File: config.mk
export PLATFORM = sky130hd
export DESIGN_NAME = gpio_irq_sense
export DESIGN_NICKNAME = d
export VERILOG_FILES = /design/src/rtl/gpio_irq_pkg.sv /design/src/rtl/gpio_irq_datapath.sv /design/src/rtl/gpio_irq_ctrl.sv /design/src/rtl/gpio_irq_sense.sv
export SDC_FILE = /design/constraint.sdc
export NUM_CORES = 1
export LEC_CHECK = 0
export BUFFER_PORTS_ARGS = -buffer_cell sky130_fd_sc_hd__buf_4
export CAP_MARGIN = 5
export CORE_AREA = 2 2 128 130
export DETAILED_ROUTE_END_ITERATION = 16
export DIE_AREA = 0 0 130 132
export GPL_TIMING_DRIVEN = 0
export HOLD_SLACK_MARGIN = 0.08
export PLACE_DENSITY = 0.75
export SLEW_MARGIN = 5
export SYNTH_ARGS = -nofsm -noshare
export SYNTH_HDL_FRONTEND = slang
export SYNTH_SLANG_ARGS = --single-unit
File: constraint.sdc
create_clock -name clk -period 1.2 [get_ports clk]
set_input_delay 0.12 -clock clk [delete_from_list [all_inputs] [get_ports clk]]
set_output_delay 0.12 -clock clk [all_outputs]
set_load 0.01 [all_outputs]
File: src/rtl/gpio_irq_pkg.sv
package gpio_irq_pkg;

  // Default number of synchronizer flops ahead of the stability filter.
  localparam int SyncDepthDefault = 2;

  // Per-pin strobes handed from control to the datapath.
  // The set and clear priorities are already resolved by the control.
  typedef struct packed {
    logic setRise;
    logic setFall;
    logic setHigh;
    logic setLow;
    logic clrRise;
    logic clrFall;
    logic clrHigh;
    logic clrLow;
  } pinStrobe_t;

endpackage

File: src/rtl/gpio_irq_datapath.sv
module gpio_irq_datapath
  import gpio_irq_pkg::*;
#(
  parameter int PIN_COUNT   = 22,
  parameter int SYNC_STAGES = SyncDepthDefault
) (
  input  logic                   clk,
  input  logic                   rstN,
  input  logic [PIN_COUNT-1:0]   padIn,
  input  pinStrobe_t [PIN_COUNT-1:0] strobes,
  output logic [PIN_COUNT-1:0]   sampledVal,
  output logic [PIN_COUNT-1:0]   risePend,
  output logic [PIN_COUNT-1:0]   fallPend,
  output logic [PIN_COUNT-1:0]   highPend,
  output logic [PIN_COUNT-1:0]   lowPend
);

  localparam int LastStage = SYNC_STAGES - 1;

  // Synchronizer chain: stage 0 samples the pads.
  logic [PIN_COUNT-1:0] syncChain [SYNC_STAGES];
  logic [PIN_COUNT-1:0] syncOut;
  logic [PIN_COUNT-1:0] holdPrev;

  always_ff @(posedge clk) begin
    if (!rstN) begin
      for (int s = 0; s < SYNC_STAGES; s++) syncChain[s] <= '0;
    end else begin
      syncChain[0] <= padIn;
      for (int s = 1; s < SYNC_STAGES; s++) syncChain[s] <= syncChain[s-1];
    end
  end

  assign syncOut = syncChain[LastStage];

  // One cycle of history for the stability filter.
  always_ff @(posedge clk) begin
    if (!rstN) holdPrev <= '0;
    else       holdPrev <= syncOut;
  end

  for (genvar p = 0; p < PIN_COUNT; p++) begin : g_pin
    // Accept a level only when two consecutive synchronized samples agree.
    always_ff @(posedge clk) begin
      if (!rstN) begin
        sampledVal[p] <= 1'b0;
      end else if (syncOut[p] == holdPrev[p]) begin
        sampledVal[p] <= syncOut[p];
      end
    end

    // Sticky pending bits.
    always_ff @(posedge clk) begin
      if (!rstN) begin
        risePend[p] <= 1'b0;
        fallPend[p] <= 1'b0;
        highPend[p] <= 1'b0;
        lowPend[p]  <= 1'b0;
      end else begin
        risePend[p] <= (risePend[p] & ~strobes[p].clrRise) | strobes[p].setRise;
        fallPend[p] <= (fallPend[p] & ~strobes[p].clrFall) | strobes[p].setFall;
        highPend[p] <= (highPend[p] & ~strobes[p].clrHigh) | strobes[p].setHigh;
        lowPend[p]  <= (lowPend[p]  & ~strobes[p].clrLow)  | strobes[p].setLow;
      end
    end
  end

endmodule

File: src/rtl/gpio_irq_ctrl.sv
module gpio_irq_ctrl
  import gpio_irq_pkg::*;
#(
  parameter int PIN_COUNT = 22
) (
  input  logic                   clk,
  input  logic                   rstN,
  input  logic [PIN_COUNT-1:0]   sampledVal,
  input  logic [PIN_COUNT-1:0]   riseEn,
  input  logic [PIN_COUNT-1:0]   fallEn,
  input  logic [PIN_COUNT-1:0]   highEn,
  input  logic [PIN_COUNT-1:0]   lowEn,
  input  logic [PIN_COUNT-1:0]   riseClr,
  input  logic [PIN_COUNT-1:0]   fallClr,
  input  logic [PIN_COUNT-1:0]   highClr,
  input  logic [PIN_COUNT-1:0]   lowClr,
  output pinStrobe_t [PIN_COUNT-1:0] strobes
);

  // Previous sampled value, the reference for edge detection.
  logic [PIN_COUNT-1:0] prevSampled;

  always_ff @(posedge clk) begin
    if (!rstN) prevSampled <= '0;
    else       prevSampled <= sampledVal;
  end

  for (genvar p = 0; p < PIN_COUNT; p++) begin : g_pin
    logic riseHit;
    logic fallHit;
    logic highHit;
    logic lowHit;

    always_comb begin
      riseHit = sampledVal[p] & ~prevSampled[p] & riseEn[p];
      fallHit = ~sampledVal[p] & prevSampled[p] & fallEn[p];
      highHit = sampledVal[p] & highEn[p];
      lowHit  = ~sampledVal[p] & lowEn[p];

      // An edge event wins over a coincident clear, so it is not lost.
      strobes[p].setRise = riseHit;
      strobes[p].clrRise = riseClr[p] & ~riseHit;
      strobes[p].setFall = fallHit;
      strobes[p].clrFall = fallClr[p] & ~fallHit;

      // A level clear wins for one cycle. The level sets the bit again afterwards.
      strobes[p].setHigh = highHit & ~highClr[p];
      strobes[p].clrHigh = highClr[p];
      strobes[p].setLow  = lowHit & ~lowClr[p];
      strobes[p].clrLow  = lowClr[p];
    end
  end

endmodule

File: src/rtl/gpio_irq_sense.sv
module gpio_irq_sense
  import gpio_irq_pkg::*;
#(
  parameter int PIN_COUNT = 22,
  parameter int IRQ_COUNT = 16
) (
  input  logic                 clk,
  input  logic                 rstN,
  input  logic [PIN_COUNT-1:0] padIn,
  input  logic [PIN_COUNT-1:0] riseEn,
  input  logic [PIN_COUNT-1:0] fallEn,
  input  logic [PIN_COUNT-1:0] highEn,
  input  logic [PIN_COUNT-1:0] lowEn,
  input  logic [PIN_COUNT-1:0] riseClr,
  input  logic [PIN_COUNT-1:0] fallClr,
  input  logic [PIN_COUNT-1:0] highClr,
  input  logic [PIN_COUNT-1:0] lowClr,
  output logic [PIN_COUNT-1:0] sampledVal,
  output logic [PIN_COUNT-1:0] risePend,
  output logic [PIN_COUNT-1:0] fallPend,
  output logic [PIN_COUNT-1:0] highPend,
  output logic [PIN_COUNT-1:0] lowPend,
  output logic [IRQ_COUNT-1:0] irqOut
);

  pinStrobe_t [PIN_COUNT-1:0] strobes;

  gpio_irq_ctrl #(
    .PIN_COUNT(PIN_COUNT)
  ) i_ctrl (
    .clk       (clk),
    .rstN      (rstN),
    .sampledVal(sampledVal),
    .riseEn    (riseEn),
    .fallEn    (fallEn),
    .highEn    (highEn),
    .lowEn     (lowEn),
    .riseClr   (riseClr),
    .fallClr   (fallClr),
    .highClr   (highClr),
    .lowClr    (lowClr),
    .strobes   (strobes)
  );

  gpio_irq_datapath #(
    .PIN_COUNT  (PIN_COUNT),
    .SYNC_STAGES(SyncDepthDefault)
  ) i_datapath (
    .clk       (clk),
    .rstN      (rstN),
    .padIn     (padIn),
    .strobes   (strobes),
    .sampledVal(sampledVal),
    .risePend  (risePend),
    .fallPend  (fallPend),
    .highPend  (highPend),
    .lowPend   (lowPend)
  );

  // Only the low pins are exported as interrupt lines.
  for (genvar i = 0; i < IRQ_COUNT; i++) begin : g_irq
    assign irqOut[i] = risePend[i] | fallPend[i] | highPend[i] | lowPend[i];
  end

endmodule

# Word-level counts from Yosys, hierarchy flattened

Memory sizes are Yosys's and may differ from the RTL's.
Cells that the tools add are included.

Multiplexer cells: 4
Equality and inequality tests: 22
Bitwise operators: 622

Operator list:

| operator            | number |
|---|---|
| 1-bit bitwise AND   | 308 |
| 1-bit NOT           | 176 |
| 1-bit bitwise OR    | 138 |
| 22-bit 2-to-1 mux   | 2 |
| 1-bit equality test | 22 |
| 1-bit 2-to-1 mux    | 2 |

Bits in writable memories: 44
Output and inout bits: 126
Register bits: 154
Memories kept: 1
Word-level logic and storage cells: 761
Input bits: 200

Memory list:

| name                 | depth | bits a word | read ports | clocked after Yosys merged registers in | write ports | RTL line                | source |
|---|---|---|---|---|---|---|---|
| i_datapath.syncChain | 2     | 22          | 2          | 0                                       | 2           | gpio_irq_datapath.sv:21 | `logic [PIN_COUNT-1:0] syncChain [SYNC_STAGES];` |

# Logic depth before layout (Yosys ltp)

Depth in word-level cells: 8
Gate-level depth with buffers: 4
Depth with buffers taken out: 2

# By module

From an unflattened synthesis, not the netlist that was laid out.

Cell total of the unflattened synthesis: 832
Area, all modules: 8,130.3 um^2

Modules (own cells, without submodules):

| module            | area each (um^2) | cells each | sequential area each (um^2) | times used |
|---|---|---|---|---|
| gpio_irq_datapath | 5,688.0          | 506        | 3,523.4                     | 1 |
| gpio_irq_ctrl     | 2,322.2          | 310        | 440.4                       | 1 |
| gpio_irq_sense    | 120.1            | 16         | 0.0                         | 1 |

# Worst setup path before layout

No wires, ideal clock.

Path type: reg2out
Start: reg i_datapath.fallPend[3]
End: out irqOut[3]
Stages on the path, launching flop included: 2
Slack: 0.178 ns
Arrival time: 0.902 ns
Path buffers: 0
Cells stage by stage: dfxtp_1 or4_1

Cells in the longest elaborated chain, start to end: 3

RTL lines:

| element                         | RTL line                | source |
|---|---|---|
| start, declared                 | gpio_irq_datapath.sv:13 | `output logic [PIN_COUNT-1:0] fallPend,` |
| start signal, assigned by index | gpio_irq_datapath.sv:61 | `fallPend[p] <= (fallPend[p] & ~strobes[p].clrFall) \| strobes[p].setFall;` |
| 1-bit bitwise OR (3 in a row)   | gpio_irq_sense.sv:62    | `assign irqOut[i] = risePend[i] \| fallPend[i] \| highPend[i] \| lowPend[i];` |
| end, declared                   | gpio_irq_sense.sv:23    | `output logic [IRQ_COUNT-1:0] irqOut` |

Every way passes these cells.

# Worst setup path after layout

Start: reg i_datapath.fallPend[5]
End: out irqOut[5]

The elaborated chain is that of the path after synthesis.

==> run summary <==
Crit Path Category - register to output port
CTS max path bufs - 2
Vias post-DR - 7,396
TritonCTS clock tree - built
Max FO, Critical Path - 2
Area of the multi-input gates - 2600 µm²
DRC viols - 0
CTS Root Cell - clkbuf_16
Relative slew margins - 75.6%
# setup viols final - 19
Register area share after synthesis - 58.8%
Grt ovf - 0
CP endpoint kind - output port
Utilization after layout - 80.0%
Pleak - 6.11 nW
DRT met1 WL - 10.3 mm
CP startpoint kind - register
Filler Cell Count - 896
Routed len/inst - 19.0 µm
Met3 wire len - 1.86 mm
Post-synth cell types - 16
Row count - 46
DP HPWL - 14.7 mm
Sequential cell area - 4060 µm²
Failing checks - negative setup slack
Via/cell ratio - 5.12
DRT Wirelength - 27.5 mm
Commonest non-fill, non-tap cells in the layout - buf_4 (332), dlygate4sd3_1 (198), dfxtp_1 (136), and2_1 (88), nand2_1 (66)
Die X - 130 µm
Port Buffers - 324
Synthesized area - 6740 µm²
Post-route clock skew - 7.91 ps
Routability Congestion - 0.791
Starting Density - 42.9%
Initial antenna violation count - 2
Fmax - 0.630 GHz
CTS H-Tree Depth - 4
Synth area leaders - dfxtp_1 (59%), and2_1 (8.2%), nand4b_1 (5.7%), nand3b_1 (4.9%), nand2_1 (3.7%)
Synthesis-stage register bit count - 198
Drt first pass iters - 5
DIE AREA - 17,200 µm²
Status - finished, violations left
Biggest area consumer among synthesized cells - dfxtp_1
Die Y - 132 µm
Power per Cell Area - 1150 nW/µm²
Vias in the first global route - 7,591
Worst Tran Pin Value - 366 ps
# IOs - 326
Pin count of the biggest net entering global routing - 17
Post-Layout Cell Count - 1,445
Post-DRT Antenna Nets - 0
First-pass GRT wire length - 39.6 mm
Post-layout nets - 1,415
1st-iter DRT viols - 364
Layout cells sized above 1 - 40.4%
RSZ-0062 raised after global routing - yes
Top cell type's share of synthesized area - 58.8%
Synth Area per Inst - 10.5 µm²
Worst hold-check path type - input pin to register
CTS buffer count - 17
Cell count after synthesis - 639
Most common cell after layout, fill and taps aside - buf_4
Critical path required time - 1080 ps
Tcrit/Tclk final - 132%
Crit path time final - 1590 ps
Core area - 15,700 µm²
Max-cap viol count - 0
Final hold viol count - 0
Clock-pin slew on the worst setup and hold paths - 70 ps
Latest clock arrival within the worst-skew pair - 440 ps
Worst-case vdd ir drop - 1060 µV
Post-Syn Nets - 839
Yosys warns - 0
# placed instances - 1,179
GRT Util Overall - 30.1%
Synth-to-Final Area Change - 86.5%
Clock sink count - 198
DR top layer - met4
R2r setup slk - 310 ps
Met2 routed WL - 14.0 mm
Max-slew violations - 0
Final worst slack - -388 ps
WP data arrival - 1470 ps
cells in the mapped netlist:
cell type  count
o211a_1       22
nand4b_1      44
or4_1         16
a21oi_1       22
nor3b_1       22
nand2_1       66
dfxtp_1      198
clkbuf_2       8
nand3_1       22
nand3b_1      44
inv_1         22
buf_4          2
buf_2         19
nor2b_1       22
and2_1        88
o211ai_1      22
power breakdown:
part	total (mW)	internal, mW	switching (mW)
Sequential	6.76	6.69	0.0712
Combinational	1.74	1.13	0.604
Clock	5.96	3.45	2.50
Total	14.5	11.3	3.18
worst max-delay path, stage by stage, from the launching register on:
cell	delay [ps]
dfxtp_2	330
or4_4	550
buf_6	140
sequential cells by signal, summed over array words and instances (netlist names):
register               count
i_datapath.highPend       22
i_datapath.sampledVal     22
i_datapath.lowPend        22
i_datapath.syncChain      44
i_ctrl.prevSampled        22
i_datapath.fallPend       22
i_datapath.holdPrev       22
i_datapath.risePend       22
routing by layer:
layer	vias to the layer above	GRT usage [%]
met5	-	0
met2	397	52.3
met4	0	15.7
met3	100	6.53
met1	3525	34.2
li1	3374	-
logic make-up (layout without fill, tap and decap cells):
group | after synthesis | after routing | synth area share (%)
AOI/OAI and AO/OA | 66 | 66 | 7.35
buffers and inverters | 51 | 639 | 3.45
DFF | 198 | 198 | 58.8
other | 0 | 2 | 0
and+or+nand+nor | 324 | 324 | 30.4
cell type report:
class	count	area share (%)
Clock buffer	21	3.74
Buffer	29	1.19
Sequential cell	198	32.3
Antenna cell	2	0.0398
Clock inverter	10	1.14
Tap cell	216	2.15
Timing Repair Buffer	557	38.1
Inverter	22	0.657
Multi-Input combinational cell	390	20.7
final timing paths:
kind | from | end | depth (start not counted)
setup / recovery | i_datapath.fallPend[5] | irqOut[5] | 2
hold / removal | rstN | i_datapath.syncChain[0][27] | 3
setup reg to reg | i_datapath.sampledVal[21] | i_datapath.sampledVal[21] | 3
hold reg to reg | i_datapath.syncChain[0][14] | i_datapath.syncChain[0][36] | 1
through the flow:
stage / hold slack [ps] / instance area, µm² / setup slack [ps] / power (mW) / TNS (ps)
after floorplan: 196 / 6740 / 178 / 7.22 / 0
after global placement: 280 / 9440 / 50.0 / 7.94 / 0
after detailed placement: 284 / 9440 / 51.3 / 7.96 / 0
after CTS: 119 / 12400 / -372 / 14.4 / -5700
after global routing: 205 / 12600 / -411 / 14.9 / -6200
final: 202 / 12600 / -388 / 14.5 / -5630
what timing repair did:
item / CTS / global route
hold endpoints to repair: 110 / 7
pin swaps: 10 / 6
setup buffers: 21 / 14
hold buffers: 198 / 7
endpoints found under the setup margin: 38 / 23
resized for setup: 83 / 31
Power figures use the tool's default switching activity.
